$ cat src/rtl/cascade_vector_pkg.sv
package cascade_vector_pkg;
  // Strobes from the acknowledge sequencer to the datapath
  typedef struct packed {
    logic loadVec;    // capture a new vector
    logic useSlave;   // vector base and index come from the slave
    logic spurious;   // index is forced to the spurious line
    logic clrMaster;  // acknowledge the master winner
    logic clrSlave;   // acknowledge the slave winner
  } ackCmd_t;
endpackage

$ cat src/rtl/cascade_resolver.sv
module cascade_resolver #(
  parameter int WIDTH = 8,
  localparam int IW = $clog2(WIDTH)
) (
  input  logic [WIDTH-1:0] req,
  output logic             hasWin,
  output logic [IW-1:0]    win
);
  // lowest index wins
  always_comb begin
    hasWin = |req;
    win = '0;
    for (int k = WIDTH - 1; k >= 0; k--) begin
      if (req[k]) win = IW'(k);
    end
  end
endmodule

$ cat src/rtl/cascade_ctrl.sv
module cascade_ctrl
  import cascade_vector_pkg::*;
#(
  parameter int LINES = 8,
  parameter int CASC_LINE = 2,
  localparam int IW = $clog2(LINES)
) (
  input  logic          clk,
  input  logic          rst_n,
  input  logic          ack,
  input  logic          mHas,
  input  logic [IW-1:0] mWin,
  input  logic          sHas,
  output ackCmd_t       cmd,
  output logic          vecValid
);
  always_comb begin
    cmd = '0;
    cmd.loadVec = ack;
    if (ack) begin
      if (!mHas) begin
        cmd.spurious = 1'b1;
      end else begin
        cmd.clrMaster = 1'b1;
        if (mWin == IW'(CASC_LINE)) begin
          cmd.useSlave = 1'b1;
          cmd.clrSlave = sHas;
          cmd.spurious = !sHas;
        end
      end
    end
  end

  always_ff @(posedge clk) begin
    if (!rst_n) vecValid <= 1'b0;
    else        vecValid <= ack;
  end
endmodule

$ cat src/rtl/cascade_dp.sv
module cascade_dp
  import cascade_vector_pkg::*;
#(
  parameter int LINES = 8,
  parameter int VEC_W = 8,
  parameter int CASC_LINE = 2,
  parameter logic [LINES-1:0] MASTER_MASK = 'hF8,
  parameter logic [LINES-1:0] SLAVE_MASK = 'hDE,
  localparam int IW = $clog2(LINES),
  localparam int BASE_W = VEC_W - IW,
  localparam int ALL = 2 * LINES
) (
  input  logic              clk,
  input  logic              rst_n,
  input  logic [ALL-1:0]    irqLines,
  input  logic [BASE_W-1:0] masterBase,
  input  logic [BASE_W-1:0] slaveBase,
  input  logic              trigWr,
  input  logic              trigSel,
  input  logic [LINES-1:0]  trigData,
  input  ackCmd_t           cmd,
  output logic              mHas,
  output logic [IW-1:0]     mWin,
  output logic              sHas,
  output logic              cpuInt,
  output logic [VEC_W-1:0]  vector,
  output logic [LINES-1:0]  trigMaster,
  output logic [LINES-1:0]  trigSlave
);
  logic [ALL-1:0]   lastLine;
  logic [ALL-1:0]   pendAll;
  logic [ALL-1:0]   clrVec;
  logic [ALL-1:0]   trigAll;
  logic [LINES-1:0] masterReq;
  logic [IW-1:0]    sWin;
  logic             casc;
  logic [IW-1:0]    vecIdx;
  logic [BASE_W-1:0] vecBase;

  assign trigAll = {trigSlave, trigMaster};

  // master input at the cascade position also carries the slave flag
  always_comb begin
    masterReq = pendAll[LINES-1:0];
    masterReq[CASC_LINE] = pendAll[CASC_LINE] | casc;
  end

  cascade_resolver #(.WIDTH(LINES)) mRes (
    .req(masterReq), .hasWin(mHas), .win(mWin)
  );
  cascade_resolver #(.WIDTH(LINES)) sRes (
    .req(pendAll[ALL-1:LINES]), .hasWin(sHas), .win(sWin)
  );

  always_comb begin
    clrVec = '0;
    if (cmd.clrMaster) clrVec[{1'b0, mWin}] = 1'b1;
    if (cmd.clrSlave)  clrVec[{1'b1, sWin}] = 1'b1;
  end

  for (genvar g = 0; g < ALL; g++) begin : g_pend
    always_ff @(posedge clk) begin
      if (!rst_n)
        pendAll[g] <= 1'b0;
      else if (trigAll[g])
        pendAll[g] <= irqLines[g];
      else
        pendAll[g] <= (pendAll[g] & ~clrVec[g]) | (irqLines[g] & ~lastLine[g]);
    end
  end

  always_ff @(posedge clk) begin
    if (!rst_n) begin
      lastLine   <= '0;
      casc       <= 1'b0;
      trigMaster <= '0;
      trigSlave  <= '0;
    end else begin
      lastLine <= irqLines;
      casc     <= |pendAll[ALL-1:LINES];
      if (trigWr) begin
        if (trigSel) trigSlave  <= trigData & SLAVE_MASK;
        else         trigMaster <= trigData & MASTER_MASK;
      end
    end
  end

  assign vecIdx  = cmd.spurious ? IW'(LINES - 1) : (cmd.useSlave ? sWin : mWin);
  assign vecBase = cmd.useSlave ? slaveBase : masterBase;

  always_ff @(posedge clk) begin
    if (!rst_n)           vector <= '0;
    else if (cmd.loadVec) vector <= {vecBase, vecIdx};
  end

  assign cpuInt = mHas;
endmodule

$ cat src/rtl/cascade_vector_gen.sv
module cascade_vector_gen
  import cascade_vector_pkg::*;
#(
  parameter int LINES = 8,
  parameter int VEC_W = 8,
  parameter int CASC_LINE = 2,
  parameter logic [LINES-1:0] MASTER_MASK = 'hF8,
  parameter logic [LINES-1:0] SLAVE_MASK = 'hDE,
  localparam int IW = $clog2(LINES),
  localparam int BASE_W = VEC_W - IW,
  localparam int ALL = 2 * LINES
) (
  input  logic              clk,
  input  logic              rst_n,
  input  logic [ALL-1:0]    irqLines,
  input  logic [BASE_W-1:0] masterBase,
  input  logic [BASE_W-1:0] slaveBase,
  input  logic              ack,
  input  logic              trigWr,
  input  logic              trigSel,
  input  logic [LINES-1:0]  trigData,
  output logic              cpuInt,
  output logic              vecValid,
  output logic [VEC_W-1:0]  vector,
  output logic [LINES-1:0]  trigMaster,
  output logic [LINES-1:0]  trigSlave
);
  ackCmd_t       cmd;
  logic          mHas;
  logic [IW-1:0] mWin;
  logic          sHas;

  cascade_ctrl #(.LINES(LINES), .CASC_LINE(CASC_LINE)) ctrl_i (
    .clk(clk), .rst_n(rst_n), .ack(ack),
    .mHas(mHas), .mWin(mWin), .sHas(sHas),
    .cmd(cmd), .vecValid(vecValid)
  );

  cascade_dp #(
    .LINES(LINES), .VEC_W(VEC_W), .CASC_LINE(CASC_LINE),
    .MASTER_MASK(MASTER_MASK), .SLAVE_MASK(SLAVE_MASK)
  ) dp_i (
    .clk(clk), .rst_n(rst_n), .irqLines(irqLines),
    .masterBase(masterBase), .slaveBase(slaveBase),
    .trigWr(trigWr), .trigSel(trigSel), .trigData(trigData),
    .cmd(cmd), .mHas(mHas), .mWin(mWin), .sHas(sHas),
    .cpuInt(cpuInt), .vector(vector),
    .trigMaster(trigMaster), .trigSlave(trigSlave)
  );
endmodule

$ cat config.mk
export PLATFORM = sky130hd
export DESIGN_NAME = cascade_vector_gen
export DESIGN_NICKNAME = d
export VERILOG_FILES = /design/src/rtl/cascade_vector_pkg.sv /design/src/rtl/cascade_resolver.sv /design/src/rtl/cascade_ctrl.sv /design/src/rtl/cascade_dp.sv /design/src/rtl/cascade_vector_gen.sv
export SDC_FILE = /design/constraint.sdc
export NUM_CORES = 1
export LEC_CHECK = 0
export BUFFER_PORTS_ARGS = -buffer_cell sky130_fd_sc_hd__buf_2
export CAP_MARGIN = 15
export CORE_ASPECT_RATIO = 0.9
export CORE_MARGIN = 1.5
export CORE_UTILIZATION = 37
export CTS_BUF_LIST = sky130_fd_sc_hd__clkbuf_16
export DETAILED_ROUTE_END_ITERATION = 10
export GPL_TIMING_DRIVEN = 1
export PLACE_DENSITY = 0.61
export SKIP_LAST_GASP = 1
export SLEW_MARGIN = 10
export SYNTH_ARGS = -nofsm -noshare
export SYNTH_HDL_FRONTEND = slang
export SYNTH_SLANG_ARGS = --single-unit
$ cat constraint.sdc
create_clock -name clk -period 2 [get_ports clk]
set_input_delay 0 -clock clk [delete_from_list [all_inputs] [get_ports clk]]
set_output_delay 0 -clock clk [all_outputs]
set_load 0.05 [all_outputs]
* Yosys cells after proc, flatten, opt, wreduce, memory -nomap -nowiden
Cells that the tools add are included.
Widths: inputs -> output; s select.
** Word-level totals
- Logic and storage cells :: 159
- Input port bits :: 39
- Bits in read-only memories :: 0
- Memory bits (writable) :: 0
- Output and inout port bits :: 26
- Latch bits :: 0
- Flip-flop bits (word level) :: 53
- Memories kept :: 0
** Cells by class
- $lt $le $gt $ge :: 4
- Equality and inequality tests :: 1
- Bitwise gates (word level) :: 83
- Divide/modulo/power cells :: 0
- $add $sub $neg :: 0
- Shift operators :: 0
- Reductions and logical operators :: 7
- Multiply operators :: 0
- Mux-type cells :: 42
** Operators by type and width (number)
- $mux 3 :: 18
- $not 1->1 :: 33
- $and 1x1->1 :: 32
- $or 1x1->1 :: 17
- $mux 1 :: 16
- $mux 16 :: 1
- $or 8x16->16 :: 1
- $reduce_or 8->1 :: 2
- $mux 8 :: 1
- $demux 1 s3 :: 2
- $lt 3x5->1 const B :: 1
- $lt 4x5->1 const B :: 1
- $mux 5 :: 1
- $ge 4x1->1 const B :: 1
- $mux 2 :: 2
- $mux 4 :: 1
- $reduce_and 2->1 :: 2
- $eq 3x2->1 const B :: 1
- $ge 3x1->1 const B :: 1
- $logic_and 1x1->1 :: 2
- $logic_not 1->1 :: 1

* Depth between registers and ports, before layout
- Depth in word-level cells :: 19
- Gate-level depth with buffers :: 6
- Mapped depth without buffers :: 5

* Hierarchy
A second synthesis with hierarchy kept.
** Second synthesis, totals
- Cell total of the unflattened synthesis :: 262
- Area total of the unflattened synthesis :: 2319.7 µm²
** By module, submodules not included
- cascade_dp :: cells an instance 227, times used 1, area an instance 2079.5 µm², seq. area each 1041.0 µm²
- cascade_resolver :: cells an instance 13, times used 2, area an instance 81.3 µm², seq. area each 0.0 µm²
- cascade_ctrl :: cells an instance 9, times used 1, area an instance 77.6 µm², seq. area each 20.0 µm²

* Worst setup path before layout
Ideal clock, no wire load.
- Kind :: flip-flop to flip-flop
- Start point :: register dp_i.casc
- End point :: register dp_i.vector[1]
- Stages on the path, launching flop included :: 6
- Arrival :: 1.600 ns
- Data required time :: 1.941 ns
- Period minus slack after synthesis :: 1.660 ns
- Setup slack :: 0.340 ns
- Setup time :: 0.059 ns
- Cell sequence :: dfxtp_1 -> or2_2 -> nor2_1 -> nand3_1 -> a21oi_1 -> o31a_1
** Between the ends
- Elaborated cells between the ends (all ways) :: 12
- Those cells by class :: eq/ne (1); mux (9); bitwise (1); reduce/logical (1)
** RTL lines
- from (decl) :: RTL line cascade_dp.sv:36 : logic casc;
- from (signal assigned) :: RTL line cascade_dp.sv:80 : casc <= |pendAll[ALL-1:LINES];
- $or 1x1->1 * :: RTL line cascade_dp.sv:45 : masterReq[CASC_LINE] = pendAll[CASC_LINE] | casc;
- $reduce_or 8->1 * :: RTL line cascade_resolver.sv:11 : hasWin = |req;
- named net cpuInt :: RTL line cascade_vector_gen.sv:22 : output logic cpuInt,
- $mux 1 :: RTL line cascade_ctrl.sv:21 : if (!mHas) begin
- $mux 4 * :: RTL line cascade_ctrl.sv:20 : if (ack) begin
- $mux 3 :: RTL line cascade_dp.sv:88 : assign vecIdx = cmd.spurious ? IW'(LINES - 1) : (cmd.useSlave ? sWin : mWin);
- $mux 3 * :: RTL line cascade_dp.sv:88
- to (signal assigned) :: RTL line cascade_dp.sv:93 : else if (cmd.loadVec) vector <= {vecBase, vecIdx};
- to (decl) :: RTL line cascade_dp.sv:26 : output logic [VEC_W-1:0] vector,
Mark *: on every way through the listed nets, which the timed path passes. The rest lies on a longest branch.
A chain may end at the register's enable or synchronous reset.

* Final worst setup path
- Start point :: register dp_i.pendAll[0], in the netlist dp_i.masterReq[0]
- End point :: register dp_i.vector[7]
** Between the ends
- Longest elaborated chain between the ends :: 6
- Elaborated cells between the ends (all ways) :: 7
- Those cells by class :: eq/ne (1); mux (5); reduce/logical (1)
** Ends and longest elaborated chain
- from (decl) :: RTL line cascade_dp.sv:31 : logic [ALL-1:0] pendAll;
- from (signal, indexed assignment) :: RTL line cascade_dp.sv:66 : pendAll[g] <= irqLines[g];
- from (signal, indexed assignment) :: RTL line cascade_dp.sv:68 : pendAll[g] <= (pendAll[g] & ~clrVec[g]) | (irqLines[g] & ~lastLine[g]);
- $mux 3 :: RTL line cascade_resolver.sv:14 : if (req[k]) win = IW'(k);
- $eq 3x2->1 :: RTL line cascade_ctrl.sv:25 : if (mWin == IW'(CASC_LINE)) begin
- $mux 2 :: RTL line cascade_ctrl.sv:25
- $mux 1 * :: RTL line cascade_ctrl.sv:21
- $mux 4 * :: RTL line cascade_ctrl.sv:20
- $mux 5 * :: RTL line cascade_dp.sv:89 : assign vecBase = cmd.useSlave ? slaveBase : masterBase;
Every way passes the cells marked *; elsewhere a longest branch is shown, timed or not.

==> impl_metrics.yaml <==
run_status:
  status: "finished clean"
routing:
  drc: 0
  drt_first_pass_iters: 4
  vias: 2037
  wl_um: 5236
  drt-initial-drc-count: 81
  met2WireLength_um: 2424
  antenna_left: 0
  drt-vias-per-instance: 4.862
  route.met3.wl_um: 215
  wl_met1_um: 2529
  highest_layer: "met4"
  wl_per_cell_um: 12.50
setup_path:
  critPathMaxFanout: 7
  cp.required_ps: 2200
  cp_num_buf_inv: 1
  end_kind: "flip-flop"
  slowest_stage: "or3b_1"
  cp-start-kind: "flip-flop"
  critPathArrivalTime_ps: 1940
  crit_chain: "or3b_1 > nor2_1 > buf_4 > nand2_1 > a311oi_1"
  cpLargestDelayFamily: "simple AND/OR/NAND/NOR gates"
  critPathKind: "reg2reg"
  critical-path-max-stage-delay_ps: 470
sta:
  rsz0062_at_grt: "false"
  finalMaxSlewViolations: 0
  fin_crit_ps: 1744
  tns_ps: 0
  setup_viol: 0
  worst_slew_pin_slew_ps: 556.0
  slew_headroom: 0.6259
  final.setup_skew_ps: 4.245
  max_freq_mhz: 573.2
  hold_viol: 0
  min_period_over_period: 0.8722
floorplanning:
  initial_utilization: 0.3833
  io_pins: 65
  die_area_um2: 6333
  die-height_um: 75.65
  coreArea_um2: 5660
  core.rowCount: 26
  die_w_um: 83.72
cells_and_area:
  syn_to_final_growth_pct: 39.04
  diodes: 0
  drive_gt1_frac: 0.2120
  stdcell_count: 419
  finalNetCount: 387
  layout_common_cells: "buf_2 (58), dfxtp_1 (53), dlygate4sd3_1 (33)"
  layout_commonest_cell: "buf_2"
pwr:
  pwr-share-seq: 0.453
  pwr-share-clk: 0.365
  max-vdd-ir-drop_uv: 496.7
  switchingPower_w: 0.0007164
  p_int_w: 0.001904
  power.leakage_nw: 1.343
  swShare: 0.2734
  share_comb_of_total_power: 0.182
  power_density_nw_per_um2: 868.8
logic_synthesis:
  netlist_instances: 256
  netlist.top_cell.by_area: "dfxtp_1"
  synth_area_leaders: "dfxtp_1 (49%), nand2_1 (5.0%), and2_1 (4.9%)"
  ys_seq_area_frac: 0.4890
  synth_area_um2: 2170
  synth_ff_type: "dfxtp_1"
  ys_warn_count: 0
  yosys.area.top_type_share: 0.4890
  ys_seq_elements: 53
  synth_edf_count: 0
  async_flop_share: 0
  avgSynthCellArea_um2: 8.475
  ys_types: 41
grt:
  grt_overflow: 0
  grt_max_degree: 21
  grt_antenna_before_repair: 0
  grt_pass1_vias: 1948
  grt_usage: 0.1799
  grt_pass1_wl_um: 8859
clock_tree:
  insertion_delay_ps: 290
  cts_buffers: 5
  tritoncts: "yes"
  cts_resized: 0
  cts-root-buf: "clkbuf_16"
  cts_max_path_buffers: 2
  clock-sinks: 53
  htree_levels: 2
  cts.clk_slew.worst_paths_ps: 60
hold_path:
  hold_class: "in2reg"
job:
  drv_cap: 0
placed_design:
  place_congestion: 0.8467
  dp.cells: 378
  port_buffers: 58
  place_hpwl_um: 3626
## sequential cells by signal, summed over array words and instances, names as in the netlist
register	flops
dp_i.lastLine	16
dp_i.pendAll	9
dp_i.vector	8
dp_i.masterReq	7
dp_i.trigSlave	6
dp_i.trigMaster	5
ctrl_i.vecValid	1
dp_i.casc	1
## worst paths after layout
check / start / endpoint / slack (ps) / depth (start not counted)
worst max register to register: dp_i.masterReq[0] / dp_i.vector[7] / 260 / 5
worst min register to register: dp_i.lastLine[9] / dp_i.pendAll[9] / 480 / 3
worst max-delay path: dp_i.masterReq[0] / dp_i.vector[7] / 260 / 5
worst min-delay path: trigWr / dp_i.trigSlave[1] / 50 / 3
## kinds of logic (layout without fill, tap and decap cells)
group           count (synthesis)  after routing  synth area share
compound gates                 57             57            0.1713
simple gates                  109            109            0.2520
buf+inv                        31            120           0.06286
mux                             5              5           0.02307
other cells                     1              5          0.001728
flops                          53             53            0.4890
## cell type report
cell class	instances	area [um2]
clock buffers	5	125.1
clock inverters	3	37.54
fillers	553	2644
inverters	16	60.06
multi-input cells	176	987.2
flip-flops and latches	53	1061
well taps	70	87.58
repair buffers	96	658.1
## synth_stat cells, drive strengths merged, types with 6 or more instances
cell    count
nand3       8
clkbuf      9
a21oi      13
inv        16
nor2b       8
nand2      29
buf         6
dfxtp      53
o21ai      16
o31ai       8
and2       17
nor2       27
## power groups by stage
stage / registers [W] / clock network [W] / logic, W
3_3_place_gp: 0.00121 / 0 / 0.000420
2_1_floorplan: 0.00129 / 0 / 0.000227
6_report: 0.00119 / 0.000957 / 0.000476
4_1_cts: 0.00119 / 0.000977 / 0.000476
3_5_place_dp: 0.00121 / 0 / 0.000426
5_1_grt: 0.00120 / 0.00103 / 0.000527
## worst register-to-register path, stage by stage (launching register included)
cell and delay (ps):
dfxtp_1 370, or3b_1 470, nor2_1 290, buf_4 210, nand2_1 50, a311oi_1 260
## layer usage
layer	GRT usage	vias to the layer above
met5	0	-
met1	0.2270	940
met4	0.06011	0
met2	0.3020	42
li1	-	1049
met3	0.05309	6
## per-stage QoR
| step | setup slack [ps] | util | area [um2] | total power [W] | hold slack [ps] |
|---|---|---|---|---|---|
| 6_report | 255.5 | 0.5329 | 3017 | 0.002621 | 47.12 |
| 5_1_grt | 151.5 | 0.5329 | 3017 | 0.002753 | 78.89 |
| 4_1_cts | 247.9 | 0.5329 | 3017 | 0.002642 | 42.02 |
| 3_5_place_dp | 271.6 | 0.4458 | 2524 | 0.001638 | 221.4 |
| 3_3_place_gp | 285.3 | 0.4458 | 2524 | 0.001631 | 217.0 |
| 2_1_floorplan | 340.4 | - | 2185 | 0.001512 | 121.7 |
## timing repair
| item | in CTS | in global routing |
|---|---|---|
| hold buffers | 33 | 0 |
| hold endpoints to repair | 34 | 0 |
| setup buffers | 0 | 0 |
Note: power is estimated with default switching activity, not from simulation.
